[config.mk]
export PLATFORM = sky130hd
export DESIGN_NAME = arith_unit
export DESIGN_NICKNAME = d
export VERILOG_FILES = /design/src/rtl/arith_pkg.sv /design/src/rtl/arith_legal.sv /design/src/rtl/arith_core.sv /design/src/rtl/arith_bcd.sv /design/src/rtl/arith_unit.sv
export SDC_FILE = /design/constraint.sdc
export NUM_CORES = 1
export LEC_CHECK = 0
export ABC_AREA = 1
export BUFFER_PORTS_ARGS = -buffer_cell sky130_fd_sc_hd__buf_2
export CAP_MARGIN = 20
export CORE_MARGIN = 2
export CORE_UTILIZATION = 55
export CTS_CLUSTER_DIAMETER = 60
export CTS_CLUSTER_SIZE = 28
export DETAILED_ROUTE_END_ITERATION = 6
export PLACE_DENSITY = 0.77
export SLEW_MARGIN = 20
export SYNTH_ARGS = -nofsm -noshare
export SYNTH_HDL_FRONTEND = slang
export SYNTH_SLANG_ARGS = --single-unit
[constraint.sdc]
create_clock -name clk_i -period 0.8 [get_ports clk_i]
set_input_delay 0.08 -clock clk_i [delete_from_list [all_inputs] [get_ports clk_i]]
set_output_delay 0.08 -clock clk_i [all_outputs]
set_load 0.05 [all_outputs]
[src/rtl/arith_pkg.sv]
package arith_pkg;
  localparam int BYTE_W  = 8;
  localparam int N_SIZES = 3;
  localparam int DATA_W  = BYTE_W << (N_SIZES - 1);
  localparam int OP_W    = 4;
  localparam int SZ_W    = 2;
  localparam int CS_W    = 2;
  localparam int FL_W    = 5;

  typedef enum logic [OP_W-1:0] {
    OP_ADD  = 4'd0, OP_SUB  = 4'd1, OP_ADDC = 4'd2, OP_SUBC = 4'd3,
    OP_INC  = 4'd4, OP_DEC  = 4'd5, OP_ADDQ = 4'd6, OP_SUBQ = 4'd7,
    OP_DADD = 4'd8, OP_DSUB = 4'd9
  } op_e;

  localparam logic [SZ_W-1:0] SZ_B = 2'd0;
  localparam logic [SZ_W-1:0] SZ_W16 = 2'd1;
  localparam logic [SZ_W-1:0] SZ_L = 2'd2;

  typedef struct packed {
    logic h;
    logic n;
    logic z;
    logic v;
    logic c;
  } flags_t;
endpackage

[src/rtl/arith_legal.sv]
module arith_legal
  import arith_pkg::*;
(
  input  logic [OP_W-1:0] op_i,
  input  logic [SZ_W-1:0] size_i,
  input  logic            imm_i,
  input  logic [CS_W-1:0] cs_i,
  output logic            legal_o
);
  always_comb begin
    legal_o = (size_i != 2'd3);
    unique case (op_i)
      OP_ADD, OP_ADDC, OP_SUBC: ;
      OP_SUB:           if (imm_i && size_i == SZ_B) legal_o = 1'b0;
      OP_INC, OP_DEC:   if (cs_i > 2'd1 || (size_i == SZ_B && cs_i != 2'd0)) legal_o = 1'b0;
      OP_ADDQ, OP_SUBQ: if (size_i != SZ_L || cs_i == 2'd3) legal_o = 1'b0;
      OP_DADD, OP_DSUB: if (size_i != SZ_B) legal_o = 1'b0;
      default:          legal_o = 1'b0;
    endcase
  end
endmodule

[src/rtl/arith_core.sv]
module arith_core #(
  parameter int W = 8
) (
  input  logic [W-1:0] a_i,
  input  logic [W-1:0] b_i,
  input  logic         sub_i,
  input  logic         cin_i,
  output logic [W-1:0] res_o,
  output logic         c_o,
  output logic         v_o,
  output logic         h_o,
  output logic         n_o,
  output logic         z_o
);
  localparam int HW = W - 4;
  logic [W:0]  full;
  logic [HW:0] half;

  always_comb begin
    if (sub_i) begin
      full = {1'b0, a_i} - {1'b0, b_i} - {{W{1'b0}}, cin_i};
      half = {1'b0, a_i[HW-1:0]} - {1'b0, b_i[HW-1:0]} - {{HW{1'b0}}, cin_i};
    end else begin
      full = {1'b0, a_i} + {1'b0, b_i} + {{W{1'b0}}, cin_i};
      half = {1'b0, a_i[HW-1:0]} + {1'b0, b_i[HW-1:0]} + {{HW{1'b0}}, cin_i};
    end
    res_o = full[W-1:0];
    c_o   = full[W];
    h_o   = half[HW];
    n_o   = res_o[W-1];
    z_o   = (res_o == '0);
    // overflow: operand signs agree (add) or differ (sub) and result sign flips
    v_o   = (sub_i ? (a_i[W-1] ^ b_i[W-1]) : ~(a_i[W-1] ^ b_i[W-1]))
            & (res_o[W-1] ^ a_i[W-1]);
  end
endmodule

[src/rtl/arith_bcd.sv]
module arith_bcd
  import arith_pkg::*;
(
  input  logic [BYTE_W-1:0] val_i,
  input  logic              c_i,
  input  logic              h_i,
  input  logic              sub_i,
  output logic [BYTE_W-1:0] res_o,
  output logic              c_o
);
  logic hi_fix, lo_fix;
  logic [BYTE_W-1:0] corr;

  always_comb begin
    if (sub_i) begin
      hi_fix = c_i;
      lo_fix = h_i;
    end else begin
      hi_fix = c_i | (val_i > 8'h99);
      lo_fix = h_i | (val_i[3:0] > 4'd9);
    end
    corr  = {1'b0, hi_fix, hi_fix, 1'b0, 1'b0, lo_fix, lo_fix, 1'b0};
    res_o = sub_i ? (val_i - corr) : (val_i + corr);
    c_o   = hi_fix;
  end
endmodule

[src/rtl/arith_unit.sv]
module arith_unit
  import arith_pkg::*;
(
  input  logic              clk_i,
  input  logic              rst_ni,
  input  logic              valid_i,
  input  logic [OP_W-1:0]   op_i,
  input  logic [SZ_W-1:0]   size_i,
  input  logic              imm_i,
  input  logic [CS_W-1:0]   const_sel_i,
  input  logic [DATA_W-1:0] dst_i,
  input  logic [DATA_W-1:0] src_i,
  input  logic [FL_W-1:0]   flags_i,
  output logic              done_o,
  output logic              illegal_o,
  output logic [DATA_W-1:0] result_o,
  output logic [FL_W-1:0]   flags_o
);
  op_e         op;
  flags_t      fl_in, nxt_fl;
  logic        legal, is_sub, use_cin, by_const;
  logic [DATA_W-1:0] b_opnd, nxt_res;
  logic [SZ_W-1:0]   sel;

  logic [DATA_W-1:0] mrg [N_SIZES];
  logic c_a [N_SIZES];
  logic v_a [N_SIZES];
  logic h_a [N_SIZES];
  logic n_a [N_SIZES];
  logic z_a [N_SIZES];

  logic [BYTE_W-1:0] bcd_res;
  logic              bcd_c;

  assign op       = op_e'(op_i);
  assign fl_in    = flags_t'(flags_i);
  assign is_sub   = op inside {OP_SUB, OP_SUBC, OP_DEC, OP_SUBQ};
  assign use_cin  = op inside {OP_ADDC, OP_SUBC};
  assign by_const = op inside {OP_INC, OP_DEC, OP_ADDQ, OP_SUBQ};
  assign b_opnd   = by_const ? (DATA_W'(1) << const_sel_i) : src_i;
  assign sel      = (size_i == 2'd3) ? SZ_L : size_i;

  arith_legal u_legal (
    .op_i(op_i), .size_i(size_i), .imm_i(imm_i), .cs_i(const_sel_i), .legal_o(legal)
  );

  for (genvar g = 0; g < N_SIZES; g++) begin : g_size
    localparam int W = BYTE_W << g;
    logic [W-1:0] res;
    arith_core #(.W(W)) u_core (
      .a_i(dst_i[W-1:0]), .b_i(b_opnd[W-1:0]), .sub_i(is_sub),
      .cin_i(use_cin & fl_in.c), .res_o(res),
      .c_o(c_a[g]), .v_o(v_a[g]), .h_o(h_a[g]), .n_o(n_a[g]), .z_o(z_a[g])
    );
    if (W < DATA_W) begin : g_part
      assign mrg[g] = {dst_i[DATA_W-1:W], res};
    end else begin : g_full
      assign mrg[g] = res;
    end
  end

  arith_bcd u_bcd (
    .val_i(dst_i[BYTE_W-1:0]), .c_i(fl_in.c), .h_i(fl_in.h),
    .sub_i(op == OP_DSUB), .res_o(bcd_res), .c_o(bcd_c)
  );

  always_comb begin
    nxt_res = mrg[sel];
    nxt_fl  = fl_in;
    unique case (op)
      OP_ADD, OP_SUB: begin
        nxt_fl = '{h: h_a[sel], n: n_a[sel], z: z_a[sel], v: v_a[sel], c: c_a[sel]};
      end
      OP_ADDC, OP_SUBC: begin
        nxt_fl = '{h: h_a[sel], n: n_a[sel], z: fl_in.z & z_a[sel], v: v_a[sel], c: c_a[sel]};
      end
      OP_INC, OP_DEC: begin
        nxt_fl.n = n_a[sel];
        nxt_fl.z = z_a[sel];
        nxt_fl.v = v_a[sel];
      end
      OP_DADD, OP_DSUB: begin
        nxt_res  = {dst_i[DATA_W-1:BYTE_W], bcd_res};
        nxt_fl.c = bcd_c;
        nxt_fl.n = bcd_res[BYTE_W-1];
        nxt_fl.z = (bcd_res == '0);
      end
      default: ;
    endcase
  end

  always_ff @(posedge clk_i or negedge rst_ni) begin
    if (!rst_ni) begin
      done_o    <= 1'b0;
      illegal_o <= 1'b0;
      result_o  <= '0;
      flags_o   <= '0;
    end else begin
      done_o    <= valid_i;
      illegal_o <= valid_i & ~legal;
      if (valid_i && legal) begin
        result_o <= nxt_res;
        flags_o  <= nxt_fl;
      end
    end
  end
endmodule

==> results of run 1 <==
## routing by layer
metal  GRT overflow  GRT usage
met3              6      0.745
met4            148      0.972
met2            261       1.04
met1             10      0.831
met5              1      0.426
## cell usage after synthesis (9+ instances only)
master / instances
nand3_1: 101
nor2_2: 10
o21ai_0: 47
nand4_1: 13
nand2_2: 16
inv_1: 362
inv_2: 9
xor2_1: 13
ha_1: 101
nor2_1: 177
a21oi_1: 116
dfrtp_1: 39
clkbuf_1: 9
nand2_1: 526
## per-stage QoR
step | util | setup TNS (ns)
after floorplan | - | -61.75
after global placement | 0.792 | -82.49
after detailed placement | 0.792 | -85.65
after CTS | 0.896 | -71.61
## cells by family after synthesis
logic type               after synthesis  share of synthesized area
AO/OA/AOI/OAI                        192                      0.120
XOR/XNOR                              14                     0.0141
adder cells (fa/ha/maj)              106                      0.157
buffers and inverters                393                      0.174
flip-flops                            39                      0.112
multiplexers                           1                    0.00115
AND/OR/NAND/NOR                      877                      0.422
## what timing repair did
action	CTS
buffers inserted	44
setup endpoints to repair	77
hold buffers	2
hold endpoints to repair	40
gates resized for setup	308
pin swaps	76
==> results.md, run 1 <==
- Run status: did not finish
- Failed at: global routing
- First Err: [ERROR GRT-0232] Routing congestion too high. Check the congestion heatmap in the GUI.
- CTS buffer count: 5
- Top_reg_cell synth: dfrtp_1
- Placed cell area: 0.0121 mm²
- Sink Count: 39
- Top cell type's share of synthesized area: 0.227
- Worst EP Category: register data pin
- IO buf count: 119
- GRT Util Overall: 0.880
- Initial core utilization: 0.567
- Area leader, netlist: nand2_1
- Yosys reg bits: 39
- Syn Inst Count: 1,622
- H-Tree Depth: 2
- Asr flop ratio synth: 1.00
- Largest net degree at the start of global routing: 40
- Post-synthesis cell type count: 41
- Chip Width: 130 µm
- Global placement routability congestion: 1.08
- Placed Instances: 2,272
- Synthesized area per cell: 5.35 µm²
- Sequential-to-total area share from yosys stat: 0.112
- Post-synth net total: 1,809
- GR repair worst EP: flags_o[2]$_DFFE_PN0P_/D
- Clock root buffer: clkbuf_16
- Post-synth EDFFs: 0
- Die height: 130 µm
- Floorplan row count: 45
- Congestion Overflow GR: 426
- Netlist Area Pre-Place: 0.00868 mm²
- Placement Setup Slack: -2.85 ns
- Longest Clk Path Bufs: 2
- Largest cells by area after synthesis: nand2_1 (23%), inv_1 (16%), ha_1 (15%)
- # IOs: 120
- Synth warn: 0
- Detail Placement HPWL: 30,700 µm
==> inputs of run 2 (changes only) <==
--- a/config.mk
+++ b/config.mk
@@ -9,11 +9,9 @@
 export BUFFER_PORTS_ARGS = -buffer_cell sky130_fd_sc_hd__buf_2
 export CAP_MARGIN = 20
 export CORE_MARGIN = 2
-export CORE_UTILIZATION = 55
-export CTS_CLUSTER_DIAMETER = 60
-export CTS_CLUSTER_SIZE = 28
+export CORE_UTILIZATION = 40
 export DETAILED_ROUTE_END_ITERATION = 6
-export PLACE_DENSITY = 0.77
+export PLACE_DENSITY_LB_ADDON = 0.15
 export SLEW_MARGIN = 20
 export SYNTH_ARGS = -nofsm -noshare
 export SYNTH_HDL_FRONTEND = slang
==> run 2 against run 1 <==
  * The flow now finishes, with violations (negative setup slack)
  * Synthesized area unchanged
  * Synthesized cell count stayed put
==> results.md, run 2 <==
- Run status: finished, violations left
- Failing checks: negative setup slack
- Largest net degree at the start of global routing: 40
- Floorplan row count: 53
- Crit path launch type: primary input
- Final worst slack: -2.22 ns
- Final ANT Viol Nets: 0
- Antenna fix cells: 0
- Initial antenna violation count: 0
- Yosys reg bits: 39
- Detail Placement HPWL: 32,800 µm
- Reg2reg end: result_o[16]$_DFFE_PN0P_
- Placed cell area: 0.0123 mm²
- Area delta synth->final: 64.7%
- Post-synth net total: 1,809
- Post-route DRC: 0
- Reg2reg path depth: 4
- DIE AREA: 0.0229 mm²
- Global placement routability congestion: 0.990
- IO buf count: 119
- Clock root buffer: clkbuf_16
- Hold WC Path Type: primary input to flip-flop
- Most common cell in the netlist: nand2_1
- Sink Count: 39
- Nets: 2,307
- Peak VDD IR: 0.000961 V
- Flop-to-flop setup slack: -0.10 ns
- Reg2reg start: result_o[16]$_DFFE_PN0P_
- Relative slew margins: 0.746
- CP Class: primary input to flip-flop
- Fin util: 0.676
- GRT Util Overall: 0.342
- Die height: 151 µm
- Tcrit/Tclk final: 3.78
- Slew Limit Fails: 0
- Slew @ Worst Pin: 0.377 ns
- Chip Width: 151 µm
- Top cell type's share of synthesized area: 0.227
- Core Area: 0.0212 mm²
- H-Tree Depth: 2
- Most frequent cells in the layout: nand2_1 (447), buf_4 (350), inv_1 (340), nor2_1 (150), a21oi_1 (85)
- Placed Instances: 2,342
- CTS buffer count: 5
- Sequential-to-total area share from yosys stat: 0.112
- Setup Viol. Count Final: 77
- Fill cells: 2,010
- CP endpoint kind: flip-flop
- Post-synthesis cell type count: 41
- Asr flop ratio synth: 1.00
- CTS tree: built
- Initial core utilization: 0.411
- Peak Freq: 0.331 GHz
- Synth warn: 0
- RSZ-0062 raised after global routing: true
- Post-synthesis xor/xnor area fraction: 0.0141
- # IOs: 120
- Hold depth: 3
- Final instance area: 0.0143 mm²
- Largest register FFs: 32
- Power Total: 22.0 mW
- Layout cells sized above 1: 0.377
- Congestion Overflow GR: 0
- Final setup skew: 0 ns
- Area share of fa/ha/maj cells after synthesis: 0.157
- Synthesized area per cell: 5.35 µm²
- Global-route wire length before repair: 58,700 µm
- Final wirelength: 39,800 µm
- Lkg Pwr: 8.16 nW
- Longest Clk Path Bufs: 2
- Largest family of logic cells by synthesized area: simple AND/OR/NAND/NOR gates
- CP max FO: 6
- Largest cells by area after synthesis: nand2_1 (23%), inv_1 (16%), ha_1 (15%)
- Top_reg_cell synth: dfrtp_1
- CTS clk-pin slew, worst paths: 0.08 ns
- Routed len/inst: 16.6 µm
- CP arrival: 3.28 ns
- Commonest cells in the synthesized netlist: nand2_1 (526), inv_1 (362), nor2_1 (177)
- Period minus WS final: 3.02 ns
- Crit path required time: 1.06 ns
- Via count: 11,628
- Netlist Area Pre-Place: 0.00868 mm²
- Max-cap violations: 0
- Compound-Gate Fraction of Synth Area: 0.120
- Non-filler cells, final: 2,396
- Mux cell area share after synthesis: 0.00115
- Syn Inst Count: 1,622
- Top Registers: result_o (32), flags_o (5)
- Top reg by flops: result_o
- Min-delay src: valid_i
- Power Density: 1540 mW/mm²
- Vias per Instance: 4.85
- DR pass1 iterations: 5
- Skew-Pair Late Insertion Delay: 0.31 ns
- Area leader, netlist: nand2_1
- Starting DRT DRC Count: 668
- Sum of negative setup slack: -71.21 ns
- Post-synth EDFFs: 0
- Simple-Gate Fraction of Synth Area: 0.422
- Hold EP: illegal_o$_DFF_PN0_
- Final Hold Vio Count: 0
- Most common cell after layout, fill and taps aside: nand2_1
- Vias in the first global route: 11,328
==> run 2: cell counts after synthesis <==
No cell type changed its count.
==> run 2: per-layer routing <==
metal / track usage / share of wire / vias to the layer above
met2: 0.609 / 0.48 / 319
li1: - / - / 5946
met4: 0.165 / 0.050 / 0
met5: 0 / 0 / -
met1: 0.392 / 0.41 / 5279
met3: 0.0617 / 0.054 / 84
==> run 2: timing repair <==
| item | CTS | global route |
|---|---|---|
| pin swaps | 66 | 60 |
| gates resized for setup | 274 | 135 |
| hold endpoints to repair | 40 | 0 |
| setup buffers | 32 | 23 |
| hold buffers | 2 | 0 |
| cloned | 0 | 1 |
| setup endpoints to repair | 77 | 77 |
==> run 2: report_power, final <==
part,internal [mW],switching [mW],total [mW]
registers,2.48,0.415,2.89
logic,7.22,9.50,16.7
clock network,1.18,1.18,2.36
total,10.9,11.1,22.0
==> run 2: worst max-delay path by stage <==
stage / startpoint / to / slack, ns / depth (start not counted)
after floorplan: op_i[2] / flags_o[2]$_DFFE_PN0P_ / -2.07 / 30
after global routing: op_i[2] / flags_o[2]$_DFFE_PN0P_ / -2.49 / 31
after global placement: op_i[2] / flags_o[2]$_DFFE_PN0P_ / -2.56 / 27
final: op_i[2] / flags_o[2]$_DFFE_PN0P_ / -2.22 / 28
after detailed placement: op_i[2] / flags_o[2]$_DFFE_PN0P_ / -2.61 / 27
after CTS: op_i[3] / flags_o[2]$_DFFE_PN0P_ / -2.05 / 30
==> run 2: logic make-up (layout without fill, tap and decap cells) <==
family / Yosys count / in the layout
compound gates: 192 / 192
simple gates: 877 / 877
xor+xnor: 14 / 14
fa+ha+maj: 106 / 106
flops: 39 / 39
mux: 1 / 1
buf+inv: 393 / 892
==> run 2: final cells by class <==
| cell class | count | area (µm²) | area share |
|---|---|---|---|
| clock buffer | 5 | 125 | 0.00875 |
| timing repair buffer | 512 | 4080 | 0.285 |
| multi-input combinational | 1190 | 7340 | 0.513 |
| inverter | 372 | 1410 | 0.0987 |
| sequential | 39 | 976 | 0.0682 |
| clock inverter | 3 | 23.8 | 0.00166 |
| tap | 275 | 344 | 0.0241 |
==> run 2: worst max-delay path: stages <==
cell and delay (ns):
buf_12 0.10, inv_12 0.03, nor2_4 0.12, o21ai_1 0.07, o21ai_1 0.10, inv_1 0.07
fa_1 0.52, inv_2 0.06, ha_4 0.16, nor2_4 0.12, fa_2 0.23, nand2_1 0.07
nand2_1 0.07, nand2_2 0.08, nand2_2 0.08, nand2_4 0.08, nand2_4 0.10, nand2_8 0.08
buf_6 0.14, o21ai_4 0.14, o21ai_2 0.08, nor2_1 0.18, nand3_1 0.14, a21oi_1 0.16
nand2_1 0.07, nand2_1 0.05, nand2_1 0.04, nand2_1 0.05
==> run 2: through the flow <==
step / hold slack, ns / worst slack [ns]
after global placement: 0.0771 / -2.56
after CTS: 0.00128 / -2.05
after detailed placement: 0.0795 / -2.61
after floorplan: -0.216 / -2.07
after global routing: 0.0243 / -2.49
final: 0.0194 / -2.22
Power figures use the tool's default switching activity.
==> inputs of run 3 (changes only) <==
--- a/config.mk
+++ b/config.mk
@@ -6,7 +6,7 @@
 export NUM_CORES = 1
 export LEC_CHECK = 0
 export ABC_AREA = 1
-export BUFFER_PORTS_ARGS = -buffer_cell sky130_fd_sc_hd__buf_2
+export BUFFER_PORTS_ARGS = -buffer_cell sky130_fd_sc_hd__buf_4
 export CAP_MARGIN = 20
 export CORE_MARGIN = 2
 export CORE_UTILIZATION = 40
@@ -16,3 +16,4 @@
 export SYNTH_ARGS = -nofsm -noshare
 export SYNTH_HDL_FRONTEND = slang
 export SYNTH_SLANG_ARGS = --single-unit
+export TNS_END_PERCENT = 10
==> run 3 against run 2 <==
  * The run still ends with negative setup slack left
  * Critical path depth increased by 1
  * Clock skew unchanged
  * Utilization decreased by 1.3 points
  * Highest routed layer unchanged
==> results.md, run 3 (same netlist as run 2, synthesis figures left out) <==
- Run status: finished, violations left
- Failing checks: negative setup slack
- Largest net degree at the start of global routing: 40
- CTS buffer count: 5
- Fin Hold WS: 0.00642 ns
- Initial antenna violation count: 0
- Largest register FFs: 32
- Sink Count: 39
- Final ANT Viol Nets: 0
- Area delta synth->final: 61.5%
- DIE AREA: 0.0229 mm²
- Die height: 151 µm
- Vias in the first global route: 11,497
- Setup Viol. Count Final: 77
- Layout cells sized above 1: 0.352
- CTS clk-pin slew, worst paths: 0.07 ns
- Global placement routability congestion: 0.969
- Skew-Pair Late Insertion Delay: 0.31 ns
- Worst path slowest cell: fa_1
- CP max FO: 4
- CP arrival: 3.32 ns
- Slowest stage delay, CP: 0.52 ns
- Via count: 11,703
- CTS tree: built
- Chip Width: 151 µm
- Initial core utilization: 0.411
- Crit path launch type: primary input
- Clock root buffer: clkbuf_16
- Power Total: 21.2 mW
- Final instance area: 0.0140 mm²
- DR pass1 iterations: 5
- Fin util: 0.663
- Placed cell area: 0.0125 mm²
- RSZ-0062 raised after global routing: true
- Period minus WS final: 3.12 ns
- Routed len/inst: 16.7 µm
- GRT Util Overall: 0.345
- Slew Limit Fails: 0
- Detail Placement HPWL: 33,000 µm
- Non-filler cells, final: 2,377
- Global-route wire length before repair: 59,600 µm
- Final wirelength: 39,600 µm
- Longest Clk Path Bufs: 2
- Post-route DRC: 0
- Final worst slack: -2.32 ns
- Peak Freq: 0.321 GHz
- Hold WC Path Type: primary input to flip-flop
- CP most frequent cell: nand2_4
- Congestion Overflow GR: 0
- Top Registers: result_o (32), flags_o (5)
- # IOs: 120
- CP endpoint kind: flip-flop
- Fill cells: 2,073
- Max-cap violations: 0
- Power Density: 1510 mW/mm²
- Core Area: 0.0212 mm²
- Placed Instances: 2,343
- IO buf count: 119
- Lkg Pwr: 8.08 nW
- Final setup skew: 0 ns
- Crit path required time: 1.00 ns
- Most frequent cells in the layout: nand2_1 (463), buf_4 (429), inv_1 (341), nor2_1 (155), a21oi_1 (101)
- H-Tree Depth: 2
- Most common cell after layout, fill and taps aside: nand2_1
- Top reg by flops: result_o
- CP Class: primary input to flip-flop
- Vias per Instance: 4.92
- Starting DRT DRC Count: 752
- Nets: 2,288
- Floorplan row count: 53
- Antenna fix cells: 0
- Peak VDD IR: 0.000940 V
- Tcrit/Tclk final: 3.90
- Relative slew margins: 0.710
- Slew @ Worst Pin: 0.432 ns
- Final Hold Vio Count: 0
-- run 3: cell types whose count changed in the layout (fill, tap and decap cells not counted), sizes merged --
cell      delta
clkinvlp     -1
inv          -1
clkinv       +1
buf         -18
-- run 3: worst max-delay path, delay by kind of cell --
| family | cells | cell delay [ns] |
|---|---|---|
| buffers and inverters | 8 | 0.74 |
| adder cells (fa/ha/maj) | 3 | 0.93 |
| AND/OR/NAND/NOR | 13 | 0.93 |
| AO/OA/AOI/OAI | 5 | 0.62 |
-- run 3: what timing repair did --
item	CTS	global route
pin swaps	50	48
hold endpoints to repair	40	0
cloned	1	0
setup endpoints to repair	77	77
hold buffers	2	0
setup buffers	17	6
gates resized for setup	219	72
-- run 3: cell type report --
type / count / area, µm² / share of cell area
Clock inverter: 2 / 12.5 / 0.000892
Sequential cell: 39 / 976 / 0.0696
Clock buffer: 6 / 129 / 0.00919
Multi-Input combinational cell: 1190 / 7130 / 0.509
Tap cell: 275 / 344 / 0.0245
Inverter: 372 / 1410 / 0.100
Timing Repair Buffer: 493 / 4020 / 0.287
-- run 3: path summary, 6_finish.rpt --
path	from	endpoint	slack, ns	cells after the start
worst max-delay path	op_i[2]	flags_o[4]$_DFFE_PN0P_	-2.32	29
worst min-delay path	valid_i	illegal_o$_DFF_PN0_	0.006	3
worst max register to register	result_o[9]$_DFFE_PN0P_	result_o[9]$_DFFE_PN0P_	0.06	2
worst min register to register	result_o[5]$_DFFE_PN0P_	result_o[5]$_DFFE_PN0P_	0.50	2
max in group asynchronous	rst_ni	result_o[5]$_DFFE_PN0P_	0.28	3
min in group asynchronous	rst_ni	result_o[13]$_DFFE_PN0P_	0.27	3
-- run 3: metrics by stage --
| step | setup TNS, ns | setup WS [ns] |
|---|---|---|
| after floorplan | -61.89 | -2.07 |
| after global placement | -80.32 | -2.60 |
| after detailed placement | -83.44 | -2.67 |
| after CTS | -68.36 | -2.14 |
| after global routing | -78.31 | -2.55 |
| final | -71.49 | -2.32 |
-- run 3: routing by layer --
layer / GRT usage / vias up / wire length, µm
met5: 0 / - / 0
met4: 0.168 / 0 / 2130
met3: 0.0455 / 104 / 2070
met2: 0.633 / 388 / 19600
met1: 0.392 / 5307 / 15800
li1: - / 5904 / -
-- run 3: where the power goes --
part	internal (mW)	leakage [nW]	switching, mW
combinational	6.86	7.56	9.20
clock	1.16	0.0669	1.08
sequential	2.48	0.450	0.392
==> inputs of run 4 (changes only) <==
==> constraint.sdc (replaced) <==
create_clock -name clk_i -period 2.6 [get_ports clk_i]
set_input_delay 0.26 -clock clk_i [delete_from_list [all_inputs] [get_ports clk_i]]
set_output_delay 0.26 -clock clk_i [all_outputs]
set_load 0.05 [all_outputs]
==> run 4 against run 3 <==
  * The run still ends with negative setup slack left
  * Clock skew unchanged
  * Cell count decreased by 1.1%
  * Die area is the same
  * Hold slack better by 0.075 ns
  * Power shrank 71%
  * Global-route usage down 1.0 points
  * Sequential power is 70% lower
  * Sequential share of layout area rose by 0.35 points
  * Largest cell class unchanged
  * Largest power group unchanged
==> results.md, run 4 (same netlist as run 2, synthesis figures left out) <==
- CTS clk-pin slew, worst paths: 0.07 ns
- Vias in the first global route: 11,014
- Via count: 11,574
- Failing checks: negative setup slack
- CP most frequent cell: nand2_1
- Period minus WS final: 3.19 ns
- Clock root buffer: clkbuf_16
- Run status: finished, violations left
- Net Sw Frac: 0.511
- Lkg Pwr: 7.81 nW
- Top Registers: result_o (32), flags_o (5)
- Logic pwr share: 0.750
- Antenna fix cells: 0
- Final Hold Vio Count: 0
- Tcrit/Tclk final: 1.23
- Most common cell after layout, fill and taps aside: nand2_1
- Largest net degree at the start of global routing: 42
- Worst path slowest cell: fa_1
- H-Tree Depth: 2
- Relative slew margins: 0.537
- Final instance area: 0.0134 mm²
- DIE AREA: 0.0229 mm²
- Setup Viol. Count Final: 31
- Post-route DRC: 0
- Initial antenna violation count: 0
- Global-route wire length before repair: 57,800 µm
- CP max FO: 4
- Final worst slack: -0.588 ns
- Detail Placement HPWL: 33,000 µm
- Top reg by flops: result_o
- Fill cells: 2,184
- Longest Clk Path Bufs: 2
- Final ANT Viol Nets: 0
- # IOs: 120
- DR pass1 iterations: 6
- Global placement routability congestion: 0.934
- Slew @ Worst Pin: 0.692 ns
- Power Internal: 3.02 mW
- CP Class: primary input to flip-flop
- Slew Limit Fails: 0
- Nets: 2,261
- Die height: 151 µm
- Starting DRT DRC Count: 723
- Seq pwr share: 0.138
- Sink Count: 39
- GRT Util Overall: 0.335
- Peak VDD IR: 0.000277 V
- Crit path launch type: primary input
- RSZ-0062 raised after global routing: true
- Most frequent cells in the layout: nand2_1 (484), buf_4 (454), inv_1 (356), nor2_1 (157), a21oi_1 (94)
- CP arrival: 3.44 ns
- CP endpoint kind: flip-flop
- Final wirelength: 38,700 µm
- Hold WC Path Type: primary input to flip-flop
- IO buf count: 119
- Final setup skew: 0 ns
- Floorplan row count: 53
- Area delta synth->final: 53.8%
- Slowest stage delay, CP: 0.46 ns
- Core Area: 0.0212 mm²
- Chip Width: 151 µm
- Peak Freq: 0.314 GHz
- Crit path required time: 2.85 ns
- Layout cells sized above 1: 0.323
- Placed cell area: 0.0124 mm²
- Power Density: 463 mW/mm²
- Max-cap violations: 0
- Congestion Overflow GR: 0
- Initial core utilization: 0.411
- CTS buffer count: 5
- Net Sw Power: 3.17 mW
- CTS tree: built
- Routed len/inst: 16.5 µm
- Power Total: 6.19 mW
- Vias per Instance: 4.93
- Clk pwr share: 0.112
- Largest register FFs: 32
- Skew-Pair Late Insertion Delay: 0.30 ns
## run 4: cell count changes in the layout (fill, tap and decap cells not counted), sizes merged
cell / delta
buf: -26
dlygate4sd3: -1
## run 4: path summary, 6_finish.rpt
| check | from | endpoint | slack (ns) | cells past startpoint |
|---|---|---|---|---|
| max | op_i[2] | flags_o[2]$_DFFE_PN0P_ | -0.59 | 32 |
| min | valid_i | done_o$_DFF_PN0_ | 0.08 | 1 |
| max reg2reg | result_o[15]$_DFFE_PN0P_ | result_o[15]$_DFFE_PN0P_ | 1.89 | 2 |
| min reg2reg | result_o[3]$_DFFE_PN0P_ | result_o[3]$_DFFE_PN0P_ | 0.48 | 2 |
| max in group asynchronous | rst_ni | flags_o[0]$_DFFE_PN0P_ | 1.69 | 2 |
| min in group asynchronous | rst_ni | result_o[14]$_DFFE_PN0P_ | 0.48 | 2 |
## run 4: worst max-delay path, delay by kind of cell
| kind | cells | cell delay, ns |
|---|---|---|
| fa+ha+maj | 3 | 1.04 |
| compound gates | 2 | 0.15 |
| simple gates | 23 | 1.70 |
| buf+inv | 4 | 0.28 |
## run 4: timing repair
action,CTS,global route
hold endpoints to repair,21,0
setup endpoints to repair,34,36
setup buffers,8,7
hold buffers,1,0
pin swaps,26,33
gates resized for setup,104,68
## run 4: power groups by stage
stage	clock network [mW]	logic [mW]	registers, mW
global placement	0	4.20	0.859
finish	0.693	4.64	0.853
global route	0.721	5.02	0.869
detailed placement	0	4.23	0.864
floorplan	0	1.76	1.40
CTS	0.703	4.46	0.853
## run 4: metal layers
layer	share of wire	GRT usage	vias up
met2	0.48	0.595	349
li1	-	-	5849
met1	0.41	0.394	5277
met5	0	0	-
met4	0.056	0.166	0
met3	0.049	0.0443	99
## run 4: final cells by class
class                   count  area (µm²)  area share
well taps                 275         344      0.0258
flip-flops and latches     39         976      0.0731
clock buffers               6         129     0.00965
repair buffers            466        3590       0.269
inverters                 372        1410       0.105
multi-input cells        1190        6890       0.516
clock inverters             2        12.5    0.000937
## run 4: stage by stage
step | worst slack (ns) | utilization | cells | hold slack (ns) | setup TNS (ns)
floorplan | -0.449 | - | 1622 | -0.0356 | -3.54
global route | -0.828 | 0.631 | 2350 | 0.0726 | -12.84
global placement | -0.968 | 0.585 | 2326 | 0.289 | -19.91
detailed placement | -0.967 | 0.585 | 2326 | 0.320 | -21.58
finish | -0.588 | 0.631 | 2350 | 0.0810 | -6.78
CTS | -0.511 | 0.617 | 2343 | 0.0792 | -4.52
